===== config.mk =====
export PLATFORM = sky130hd
export DESIGN_NAME = ctrl_xfer_tracker
export DESIGN_NICKNAME = d
export VERILOG_FILES = /design/src/rtl/ctt_pkg.sv /design/src/rtl/ctt_evt_prio.sv /design/src/rtl/ctt_stage_fsm.sv /design/src/rtl/ctt_irq.sv /design/src/rtl/ctrl_xfer_tracker.sv
export SDC_FILE = /design/constraint.sdc
export NUM_CORES = 1
export LEC_CHECK = 0
export ABC_AREA = 1
export BUFFER_PORTS_ARGS = -buffer_cell sky130_fd_sc_hd__buf_2
export CORE_MARGIN = 2
export CORE_UTILIZATION = 30
export DETAILED_ROUTE_END_ITERATION = 16
export PLACE_DENSITY = 0.6
export SYNTH_ARGS = -nofsm -noshare
export SYNTH_HDL_FRONTEND = slang
export SYNTH_HIERARCHICAL = 1
export SYNTH_SLANG_ARGS = --single-unit

===== constraint.sdc =====
create_clock -name clk -period 1.9 [get_ports clk]
set_input_delay 0.285 -clock clk [delete_from_list [all_inputs] [get_ports clk]]
set_output_delay 0.285 -clock clk [all_outputs]
set_load 0.02 [all_outputs]

===== src/rtl/ctt_pkg.sv =====
package ctt_pkg;

    typedef enum logic [2:0] {
        ST_IDLE   = 3'b000,
        ST_RDATA  = 3'b001,
        ST_RSTAT  = 3'b010,
        ST_WDATA  = 3'b011,
        ST_WSTAT  = 3'b100,
        ST_NDSTAT = 3'b101,
        ST_ERR    = 3'b110
    } stage_e;

    // Packed so that the MSB is the highest priority pulse.
    typedef struct packed {
        logic setup;
        logic out;
        logic in;
        logic atx;
        logic arx;
    } evt_t;

    typedef struct packed {
        logic zlp;
        logic dir_in;
        logic wlen_zero;
        logic oversize;
    } qual_t;

    typedef struct packed {
        logic setup_done;
        logic rd_stat;
        logic wr_stat;
        logic done;
        logic seq_err;
    } cause_t;

    localparam int EVT_N   = $bits(evt_t);
    localparam int STAGE_W = $bits(stage_e);

    function automatic stage_e data_stage(input logic dir_in, input logic wz);
        if (dir_in)
            return ST_RDATA;
        else if (wz)
            return ST_NDSTAT;
        else
            return ST_WDATA;
    endfunction

    function automatic logic raises_irq(input cause_t c, input logic serr);
        return c.setup_done | c.rd_stat | c.wr_stat | c.done | (c.seq_err & serr);
    endfunction

    function automatic logic in_transfer(input stage_e s);
        return (s != ST_IDLE) && (s != ST_ERR);
    endfunction

endpackage


===== src/rtl/ctt_evt_prio.sv =====
module ctt_evt_prio
    import ctt_pkg::*;
#(
    parameter int N = EVT_N
) (
    input  logic [N-1:0] raw_i,
    output logic [N-1:0] grant_o
);

    genvar g;
    generate
        for (g = 0; g < N; g++) begin : g_bit
            if (g == N - 1) begin : g_top
                assign grant_o[g] = raw_i[g];
            end else begin : g_low
                assign grant_o[g] = raw_i[g] & ~(|raw_i[N-1:g+1]);
            end
        end
    endgenerate

endmodule


===== src/rtl/ctt_stage_fsm.sv =====
module ctt_stage_fsm
    import ctt_pkg::*;
(
    input  logic   clk,
    input  logic   rst,
    input  evt_t   evt_i,
    input  qual_t  qual_i,
    input  logic   lock_i,
    output stage_e stage_o,
    output logic   stall_o,
    output cause_t cause_o
);

    stage_e stage_q, stage_d;
    logic   pend_q, pend_d;
    logic   sent_q, sent_d;
    logic   acked_q, acked_d;
    logic   stall_q, stall_d;
    cause_t cause;
    logic   err;

    always_comb begin
        stage_d = stage_q;
        pend_d  = pend_q;
        sent_d  = sent_q;
        acked_d = acked_q;
        stall_d = stall_q;
        cause   = '0;
        err     = 1'b0;

        if (lock_i) begin
            // frozen until software clears the flag
        end else if (evt_i.setup) begin
            stage_d = ST_IDLE;
            pend_d  = 1'b1;
            stall_d = 1'b0;
        end else begin
            if (evt_i.out && qual_i.oversize && in_transfer(stage_q))
                err = 1'b1;
            else begin
                unique case (stage_q)
                    ST_IDLE: begin
                        if (evt_i.atx && pend_q) begin
                            stage_d          = data_stage(qual_i.dir_in, qual_i.wlen_zero);
                            pend_d           = 1'b0;
                            sent_d           = 1'b0;
                            acked_d          = 1'b0;
                            cause.setup_done = 1'b1;
                        end
                    end
                    ST_RDATA: begin
                        if (evt_i.out) begin
                            if (sent_q) begin
                                stage_d       = ST_RSTAT;
                                cause.rd_stat = 1'b1;
                            end else
                                err = 1'b1;
                        end else if (evt_i.arx)
                            sent_d = 1'b1;
                    end
                    ST_RSTAT: begin
                        if (evt_i.in)
                            err = 1'b1;
                        else if (evt_i.out && !qual_i.zlp)
                            err = 1'b1;
                        else if (evt_i.arx && !evt_i.out) begin
                            stage_d    = ST_IDLE;
                            cause.done = 1'b1;
                        end
                    end
                    ST_WDATA: begin
                        if (evt_i.in) begin
                            if (acked_q) begin
                                stage_d       = ST_WSTAT;
                                cause.wr_stat = 1'b1;
                            end else
                                err = 1'b1;
                        end else if (evt_i.atx && !evt_i.out)
                            acked_d = 1'b1;
                    end
                    ST_WSTAT, ST_NDSTAT: begin
                        if (evt_i.out)
                            err = 1'b1;
                        else if (evt_i.atx && !evt_i.in) begin
                            stage_d    = ST_IDLE;
                            cause.done = 1'b1;
                        end
                    end
                    default: begin
                        // error stage: only SETUP leaves
                    end
                endcase
            end
            if (err) begin
                stage_d       = ST_ERR;
                stall_d       = 1'b1;
                cause         = '0;
                cause.seq_err = 1'b1;
            end
        end
    end

    always_ff @(posedge clk) begin
        if (rst) begin
            stage_q <= ST_IDLE;
            pend_q  <= 1'b0;
            sent_q  <= 1'b0;
            acked_q <= 1'b0;
            stall_q <= 1'b0;
        end else begin
            stage_q <= stage_d;
            pend_q  <= pend_d;
            sent_q  <= sent_d;
            acked_q <= acked_d;
            stall_q <= stall_d;
        end
    end

    assign stage_o = stage_q;
    assign stall_o = stall_q;
    assign cause_o = cause;

endmodule


===== src/rtl/ctt_irq.sv =====
module ctt_irq
    import ctt_pkg::*;
(
    input  logic   clk,
    input  logic   rst,
    input  cause_t cause_i,
    input  logic   serr_en,
    input  logic   clr_i,
    output logic   flag_o,
    output logic   lock_o
);

    logic flag_q, lock_q;
    logic set_now;

    assign set_now = raises_irq(cause_i, serr_en);

    always_ff @(posedge clk) begin
        if (rst) begin
            flag_q <= 1'b0;
            lock_q <= 1'b0;
        end else begin
            if (set_now)
                flag_q <= 1'b1;
            else if (clr_i)
                flag_q <= 1'b0;

            if (cause_i.seq_err && serr_en)
                lock_q <= 1'b1;
            else if (clr_i)
                lock_q <= 1'b0;
        end
    end

    assign flag_o = flag_q;
    assign lock_o = lock_q;

endmodule


===== src/rtl/ctrl_xfer_tracker.sv =====
module ctrl_xfer_tracker
    import ctt_pkg::*;
(
    input  logic       clk,
    input  logic       rst,
    input  logic       setup_tok,
    input  logic       in_tok,
    input  logic       out_tok,
    input  logic       ack_tx,
    input  logic       ack_rx,
    input  logic       rx_zlp,
    input  logic       req_dir_in,
    input  logic       wlen_zero,
    input  logic       rx_oversize,
    input  logic       serr_en,
    input  logic       ctrt_clr,
    output logic [2:0] stage_o,
    output logic       ctrt_o,
    output logic       stall_o
);

    evt_t   raw_evt, evt;
    qual_t  qual;
    cause_t cause;
    stage_e stage;
    logic   err_lock;

    assign raw_evt = '{setup: setup_tok, out: out_tok, in: in_tok, atx: ack_tx, arx: ack_rx};
    assign qual    = '{zlp: rx_zlp, dir_in: req_dir_in, wlen_zero: wlen_zero, oversize: rx_oversize};

    ctt_evt_prio #(.N(EVT_N)) u_prio (
        .raw_i   (raw_evt),
        .grant_o (evt)
    );

    ctt_stage_fsm u_fsm (
        .clk     (clk),
        .rst     (rst),
        .evt_i   (evt),
        .qual_i  (qual),
        .lock_i  (err_lock),
        .stage_o (stage),
        .stall_o (stall_o),
        .cause_o (cause)
    );

    ctt_irq u_irq (
        .clk     (clk),
        .rst     (rst),
        .cause_i (cause),
        .serr_en (serr_en),
        .clr_i   (ctrt_clr),
        .flag_o  (ctrt_o),
        .lock_o  (err_lock)
    );

    assign stage_o = stage;

endmodule


# After elaboration in Yosys (flattened, before gate mapping)
# Cells that the tools add are included.
[word_totals] ff_bits=9 input_bits=13 out_inout_bits=5
[op_classes] eq_ne=23 mux=60 bitwise=15 reduce_logical=31
[op_table] cell="$mux W3" n=15
[op_table] cell="$mux W1" n=36
[op_table] cell="$ne A4 B2 Y1 const B" n=7
[op_table] cell="$mux W5" n=3
[op_table] cell="$pmux W3 S5" n=1
[op_table] cell="$reduce_and A7 Y1" n=2
[op_table] cell="$reduce_bool A2 Y1" n=7
[op_table] cell="$reduce_and A13 Y1" n=1
[op_table] cell="$ne A4 B4 Y1 const B" n=3
[op_table] cell="$logic_and A1 B1 Y1" n=9
[op_table] cell="$reduce_bool A7 Y1" n=1
[op_table] cell="$eq A3 B2 Y1 const B" n=2
[op_table] cell="$eq A3 B3 Y1 const B" n=2
[op_table] cell="$ne A2 B1 Y1 const B" n=3
[op_table] cell="$ne A2 B2 Y1 const B" n=3
[op_table] cell="$ne A3 B3 Y1 const B" n=2
[op_table] cell="$not A1 Y1" n=6
[op_table] cell="$pmux W1 S2" n=3
[op_table] cell="$and A1 B1 Y1" n=5
[op_table] cell="$mux W4" n=1
[op_table] cell="$or A1 B1 Y1" n=4
[op_table] cell="$pmux W1 S4" n=1
[op_table] cell="$reduce_and A4 Y1" n=1
[op_table] cell="$reduce_or A2 Y1" n=2
[op_table] cell="7 further kinds" n=9

# Depth between registers and ports, before layout
# Gate-level depths: netlist (run 1).
[depth] word_depth=17 ltp_mapped=14 mapped_depth_nobuf=14

# Modules after synthesis
# The synthesis (run 1) kept the hierarchy.
[by_module_without_submodules] module="ctt_stage_fsm" n_inst=1 cells_each=118 area_per_inst_um2=644.4
[by_module_without_submodules] module="ctt_irq" n_inst=1 cells_each=13 area_per_inst_um2=82.6
[by_module_without_submodules] module="ctt_evt_prio" n_inst=1 cells_each=11 area_per_inst_um2=46.3

# Worst setup path before layout (run 1)
# No wires, ideal clock.
[synth_path] kind="register -> register" start="register u_fsm.stage_q[2] (netlist: u_fsm/stage_o[2])" end="register u_irq.flag_q (netlist: u_irq/flag_o)" arrival_time_ns=1.437 required_ns=1.789 path_slack_ns=0.351 path_stages_with_launch=14 n_path_buf=0 period_less_slack_ns=1.549 path_cell_list="dfxtp_1 inv_2 nand2_4 nor2_2 nand2_2 nand2_1 nor2_4 nand2_1 nand2_1 inv_1 nand2_1 nand2_1 nor2_1 nor2_1"
[synth_rtl] item="from (decl)" line_no="ctt_stage_fsm.sv:14" source="stage_e stage_q, stage_d;"
[synth_rtl] item="from (signal assigned)" line_no="ctt_stage_fsm.sv:111" source="stage_q <= stage_d;"
[synth_rtl] item="to (signal assigned)" line_no="ctt_irq.sv:20" source="flag_q <= 1'b0;"
[synth_rtl] item="to (signal assigned)" line_no="ctt_irq.sv:24" source="flag_q <= 1'b1;"
[synth_rtl] item="to (signal assigned)" line_no="ctt_irq.sv:26" source="flag_q <= 1'b0;"
[synth_rtl] item="to (decl)" line_no="ctt_irq.sv:13" source="logic flag_q, lock_q;"

# Final worst setup path (run 1)
[layout_path] start="register u_fsm.stage_q[2] (netlist: u_fsm/stage_o[2])" end="register u_fsm.stage_q[2] (netlist: u_fsm/stage_o[2])"
[layout_via] elab_chain_cells=8
[layout_rtl] item="$eq A3 B3 Y1 (tied with other cells)" line_no="ctt_stage_fsm.sv:41" source="unique case (stage_q)"
[layout_rtl] item="$reduce_or A2 Y1 or $logic_and A1 B1 Y1 (tied branches)" line_no="ctt_stage_fsm.sv:41, ctt_pkg.sv:54"
[layout_rtl] item="$pmux W1 S4 or $logic_and A1 B1 Y1 (tied branches)" line_no="ctt_stage_fsm.sv:41, ctt_stage_fsm.sv:38"
[layout_rtl] item="$mux W1" line_no="ctt_stage_fsm.sv:38" source="if (evt_i.out && qual_i.oversize && in_transfer(stage_q))"
[layout_rtl] item="$mux W1" line_no="ctt_stage_fsm.sv:33" source="end else if (evt_i.setup) begin"
[layout_rtl] item="$mux W1" line_no="ctt_stage_fsm.sv:31" source="if (lock_i) begin"
[layout_rtl] item="$ne A4 B4 Y1 (no source line) (tied with other cells)"
[layout_rtl] item="$reduce_and A13 Y1 (no source line) or $mux W3 (tied branches)"
# Several ways; a longest one is shown, not always the timed one. The select of a mux whose other input is x is not followed.
# A chain may end at the register's enable or synchronous reset.

==> results.md, run 1 <==
* IO buf count at 17
* Outcome: finished clean
* Layout cells sized above 1 at 20.7%
* Pwr/cell area at 1150 nW/um2
* Cell Chain, Critical Path: inv_2 > nand2_1 > nor2_1 > o21ai_0 > nand2_1 > nor2_1 > nand2_1 > nand2_2 > nand2_1 > inv_1 > nor2_1
* DP Area at 903 um2
* First-pass GRT wire length at 3160 um
* Worst-path fanout max at 8
* Std-Cell Rows at 18
* Slew Limit Fails at 0
* Worst Setup End Kind: flip-flop
* Worst Setup SP: u_fsm/stage_o[2]
* Slew @ Worst Pin at 0.324 ns
* Sw frac at 50.9%
* # hold bufs at CTS at 0
* Commonest non-fill, non-tap cell in the layout: nand2_1
* CTS Buf Count at 3
* Max-Cap Viols at 0
* Routability cong. at 0.954
* DRC viols at 0
* Total grt overflow at 0
* Tot Pwr at 1.07 mW
* Largest net degree at the start of global routing at 9
* Yosys top cell by area: dfxtp_1
* Num ports at 18
* Max Root-Sink Buffers at 2
* Vias in the first global route at 739
* Min cycle time layout at 1.65 ns
* Die area at 3000 um2
* Clk pwr share at between 10% and 20%
* Detail Route Antenna Nets at 0
* Fillers at 289
* Final net count at 178
* DRT Pass-1 Iters at 4
* Chip width at 54.8 um
* Tot GR Track Use at 14.5%
* Clock Latency Late Sink at 0.25 ns
* Initial antenna violation count at 0
* Yosys warns at 6
* Sequential area share after synthesis at 23.3%
* Setup TNS at 0 ns
* Peak supply drop at 0.611 mV
* Area growth from synthesis to layout at 20.2%
* WHS Path Cells at 2
* Gate power share at 58.6%
* Critical path class: flip-flop to flip-flop
* Clock sinks at 9
* Synth Instances at about 140
* Crit-path slowest cell: dfxtp_1
* Worst path bufs/invs at 2
* Final Hold Viols at 0
* Initial core utilization at 31.5%
* Worst R2R Path Depth at 11
* Mapped Area at 773 um2
* Hold wc startpoint: rst
* Reg2reg setup slack at 0.25 ns
* Cell area after layout at between 900 and 1000 um2
* Top post-synthesis cells by area: dfxtp_1, nand2_1, nor2_1
* Final Cycle Share at ~87%
* Fmax at just over 0.6 GHz
* Sw power at 543 uW
* Die height at ~55 um
* 1st-iter DRT viols at 33
* Slew HR at approximately 78%
* RSZ-0062 raised after global routing: false
* Vias per cell at around 4.9
* H-tree lvl count at 1
* Crit path to: u_fsm/stage_o[2]
* Setup Skew at ~0.0033 ns
* Via count at 942
* CP most frequent cell: nand2_1
* Syn_area_per_cell at between 5 and 6 um2
* Required time worst endpoint at about 2.1 ns
* Routed WL at 2000 um
* Yosys cell types at 19
* Final Core Density at 37.9%
* Startpoint types: flip-flop
* Area share of the largest cell type after synthesis at 23.3%
* Post-DP HPWL at roughly 1600 um
* Drt wl/cell at 10.3 um
* Setup bufs post-CTS at 0
* CP top delay family: simple AND/OR/NAND/NOR gates
* Flops & latches, synth at 9
* Worst stage delay on the critical path at slightly below 0.4 ns
* Mapped Nets at 155
* Clock-pin slew on the worst setup and hold paths at 0.06 ns
* P_int at around 520 uW
* RR Startpoint: u_fsm/stage_o[2]
* CTS resizes at 0
* Final setup viols at 0
* Diodes inserted at 0
* Reg2reg end: u_fsm/stage_o[2]
* Commonest non-fill, non-tap cells in the layout: nand2_1, nor2_1, inv_1
* Worst path depth at 11
* HP Class: primary input to flip-flop
* Core Region at about 2500 um2
* Leak at around 0.52 nW
* CTS tree: yes
* Seq pwr share at ~28%
* Clock Root Buffer: clkbuf_4
* CP Data Arrival Time at around 1.9 ns
-- logic make-up after synthesis --
family | count (synthesis) | share of synthesized area (%)
AND/OR/NAND/NOR | 94 | 53.9
buffers and inverters | 24 | 12.1
AO/OA/AOI/OAI | 15 | 10.7
flip-flops | 9 | 23.3
-- state kept, by name (all words and copies together) (netlist names) --
| name | flops |
|---|---|
| u_fsm/stage_o | 3 |
| u_fsm/acked_q | 1 |
| u_fsm/pend_q | 1 |
| u_fsm/sent_q | 1 |
| u_fsm/stall_o | 1 |
| u_irq/flag_o | 1 |
| u_irq/lock_o | 1 |
-- power groups by stage --
| stage | Clock [mW] | Sequential, mW | Combinational (mW) |
|---|---|---|---|
| final | 0.144 | 0.299 | 0.626 |
| after global routing | 0.160 | 0.306 | 0.706 |
| after CTS | 0.151 | 0.298 | 0.615 |
| after detailed placement | 0 | 0.302 | 0.610 |
| after global placement | 0 | 0.302 | 0.620 |
| after floorplan | 0 | 0.326 | 0.437 |
-- through the flow --
stage,worst slack [ns],hold slack [ns],cells
floorplan,0.351,0.354,142
global placement,0.203,0.449,190
detailed placement,0.146,0.454,190
CTS,0.282,0.245,194
global route,0.0938,0.258,194
finish,0.250,0.248,194
-- worst min path at each step --
stage / to / slack (ns)
after global routing: u_fsm/stall_o / 0.26
after global placement: u_fsm/stall_o / 0.45
final: u_fsm/stall_o / 0.25
after floorplan: u_fsm/pend_q / 0.35
after detailed placement: u_fsm/stall_o / 0.45
after CTS: u_fsm/stall_o / 0.24
-- area by class of cell --
type | count | area (um2) | area share [%]
flip-flops and latches | 9 | 180 | 19.4
repair buffers | 19 | 100 | 10.8
inverters | 23 | 86.3 | 9.29
well taps | 30 | 37.5 | 4.04
multi-input cells | 109 | 499 | 53.7
clock buffers | 4 | 26.3 | 2.83
-- synthesized netlist by cell type --
library cell / instances
a21oi_1: 7
nor2_4: 1
nand2_4: 3
a21oi_2: 1
nor2_2: 1
nand2_2: 3
nor4_1: 1
dfxtp_1: 9
inv_2: 3
o21ai_0: 5
o31ai_1: 1
buf_4: 1
nand3_1: 11
nand2_1: 40
nor2_1: 30
inv_1: 20
a31oi_1: 1
nand4_1: 2
nor3_1: 2
-- metal layers --
metal  part of all wire [%]  vias up  global-route usage, %
met3                    8.3        4                   1.64
li1                       -      487                      -
met2                     42       40                   21.2
met1                     48      411                   20.6
met4                    1.2        0                   7.08
met5                      0        -                      0
No activity file was read; power rests on OpenSTA's default activity.
==> run 2, diff against run 1 <==
MAX_ROUTING_LAYER = met4   (was unset)
==> run 2 against run 1 <==
  * Final cell count unchanged
  * Setup slack worse by 0.0051 ns
  * Final area did not move
  * First-iteration DRC count down 15%
  * Critical path type unchanged
  * Clock-buffer cell count is the same
==> results.md, run 2 (synthesis results as in run 1) <==
* Clock-pin slew on the worst setup and hold paths at 0.06 ns (about the same)
* Vias in the first global route at 772 (+4.5%)
* RSZ-0062 raised after global routing: false
* H-tree lvl count at 1 (unchanged)
* Setup bufs post-CTS at 0 (unchanged)
* CTS tree: yes
* Die area at 3000 um2 (unchanged)
* Pwr/cell area at 1150 nW/um2 (-0.23%)
* Worst-path fanout max at 8 (unchanged)
* DRT Pass-1 Iters at 4 (unchanged)
* Startpoint types: flip-flop
* Max-Cap Viols at 0 (unchanged)
* Final Cycle Share at 87.1% (+0.27 points)
* Total grt overflow at 0 (unchanged)
* Area growth from synthesis to layout at 20.2% (unchanged)
* Worst R2R Path Depth at 11 (unchanged)
* CP Data Arrival Time at 1.85 ns (about the same)
* Crit-path slowest cell: dfxtp_1
* CTS resizes at 0 (unchanged)
* Final Hold Viols at 0 (unchanged)
* Final net count at 178 (unchanged)
* Worst Setup End Kind: flip-flop
* Tot GR Track Use at 15.2% (+0.74 points)
* CP most frequent cell: nand2_1
* DP Area at 903 um2 (unchanged)
* Vias per cell at 4.66 (-4.0%)
* Leak at 0.518 nW (unchanged)
* Detail Route Antenna Nets at 0 (unchanged)
* CTS Buf Count at 3 (unchanged)
* Cell Chain, Critical Path: inv_2 > nand2_1 > nor2_1 > o21ai_0 > nand2_1 > nor2_1 > nand2_1 > nand2_2 > nand2_1 > inv_1 > nor2_1
* Routability cong. at 0.984 (+3.1%)
* DRC viols at 0 (unchanged)
* Diodes inserted at 0 (unchanged)
* Reg2reg end: u_fsm/stage_o[2]
* Slew Limit Fails at 0 (unchanged)
* Die height at 54.8 um (unchanged)
* Hold Path End: u_irq/lock_o
* First-pass GRT wire length at 3170 um (+0.22%)
* Tot Pwr at 1.07 mW (-0.23%)
* Fmax at 0.604 GHz (-0.31%)
* Peak supply drop at 0.587 mV (-3.9%)
* Max FFs per register at 3 (unchanged)
* Via count at 904 (-4.0%)
* Clock Latency Late Sink at 0.25 ns (about the same)
* Initial core utilization at 31.5% (unchanged)
* Reg2reg setup slack at 0.25 ns (about the same)
* Num ports at 18 (unchanged)
* Hold wc startpoint: rst
* IO buf count at 17 (unchanged)
* Core Region at 2450 um2 (unchanged)
* Commonest non-fill, non-tap cells in the layout: nand2_1, nor2_1, inv_1
* Worst Setup SP: u_fsm/stage_o[2]
* Worst stage delay on the critical path at 0.39 ns (about the same)
* Cell area after layout at 930 um2 (unchanged)
* Slew HR at 78.8% (+0.47 points)
* Min cycle time layout at 1.65 ns (+0.00513 ns)
* Outcome: finished clean
* Required time worst endpoint at 2.10 ns (about the same)
* Commonest non-fill, non-tap cell in the layout: nand2_1
* Drt wl/cell at 10.4 um (+0.90%)
* Initial antenna violation count at 0 (unchanged)
* Slew @ Worst Pin at 0.316 ns (-0.00822 ns)
* Max Root-Sink Buffers at 2 (unchanged)
* 1st-iter DRT viols at 28 (-15%)
* Critical path class: flip-flop to flip-flop
* Layout cells sized above 1 at 20.7% (unchanged)
* Chip width at 54.8 um (unchanged)
* Setup TNS at 0 ns (unchanged)
* Largest net degree at the start of global routing at 9 (unchanged)
* RR Startpoint: u_fsm/stage_o[2]
* Clock sinks at 9 (unchanged)
* Post-DP HPWL at 1630 um (+2.0%)
* # hold bufs at CTS at 0 (unchanged)
* HP Class: primary input to flip-flop
* Std-Cell Rows at 18 (unchanged)
* Setup Skew at 0.000487 ns (-0.00277 ns)
* Clock Root Buffer: clkbuf_4
* Final setup viols at 0 (unchanged)
* WHS Path Cells at 2 (unchanged)
* Routed WL at 2020 um (+0.90%)
run 2: worst max-delay path by stage:
stage	slack, ns	end
6_report	0.25	u_fsm/stage_o[2]
3_3_place_gp	0.20	u_irq/flag_o
5_1_grt	0.07	u_fsm/stage_o[1]
4_1_cts	0.27	u_irq/flag_o
2_1_floorplan	0.35	u_irq/flag_o
3_5_place_dp	0.14	u_irq/flag_o
run 2: area by class of cell:
cell class / instances / area (um2)
multi-input combinational: 109 / 499
timing repair buffer: 19 / 100
inverter: 23 / 86.3
sequential: 9 / 180
fill: 282 / 1530
clock buffer: 4 / 26.3
tap: 30 / 37.5
run 2: metrics by stage:
stage	hold slack, ns	setup slack [ns]	util [%]	cells
global placement	0.450	0.203	36.8	190
global route	0.266	0.0735	37.9	194
floorplan	0.354	0.351	-	142
CTS	0.242	0.274	37.9	194
detailed placement	0.451	0.138	36.8	190
finish	0.251	0.245	37.9	194
run 2: per-layer routing:
| layer | up-vias | part of all wire [%] | track usage [%] | wire length, um |
|---|---|---|---|---|
| met4 | 0 | 1.8 | 9.17 | 36 |
| met3 | 6 | 4.9 | 1.37 | 99 |
| met2 | 27 | 44 | 21.8 | 880 |
| met5 | - | 0 | - | 0 |
| met1 | 388 | 50 | 20.4 | 998 |
| li1 | 483 | - | - | - |
run 2: critical path: cells and delay by family (launching register included):
kind	cells	cell delay, ns
compound gates	1	0.17
simple gates	8	0.85
flops	1	0.39
buf+inv	2	0.18
run 2: where the power goes:
group          switching (mW)  total, mW  internal [mW]
clock                  0.0643      0.145         0.0808
combinational           0.411      0.623          0.213
sequential             0.0657      0.297          0.232
total                   0.541       1.07          0.525
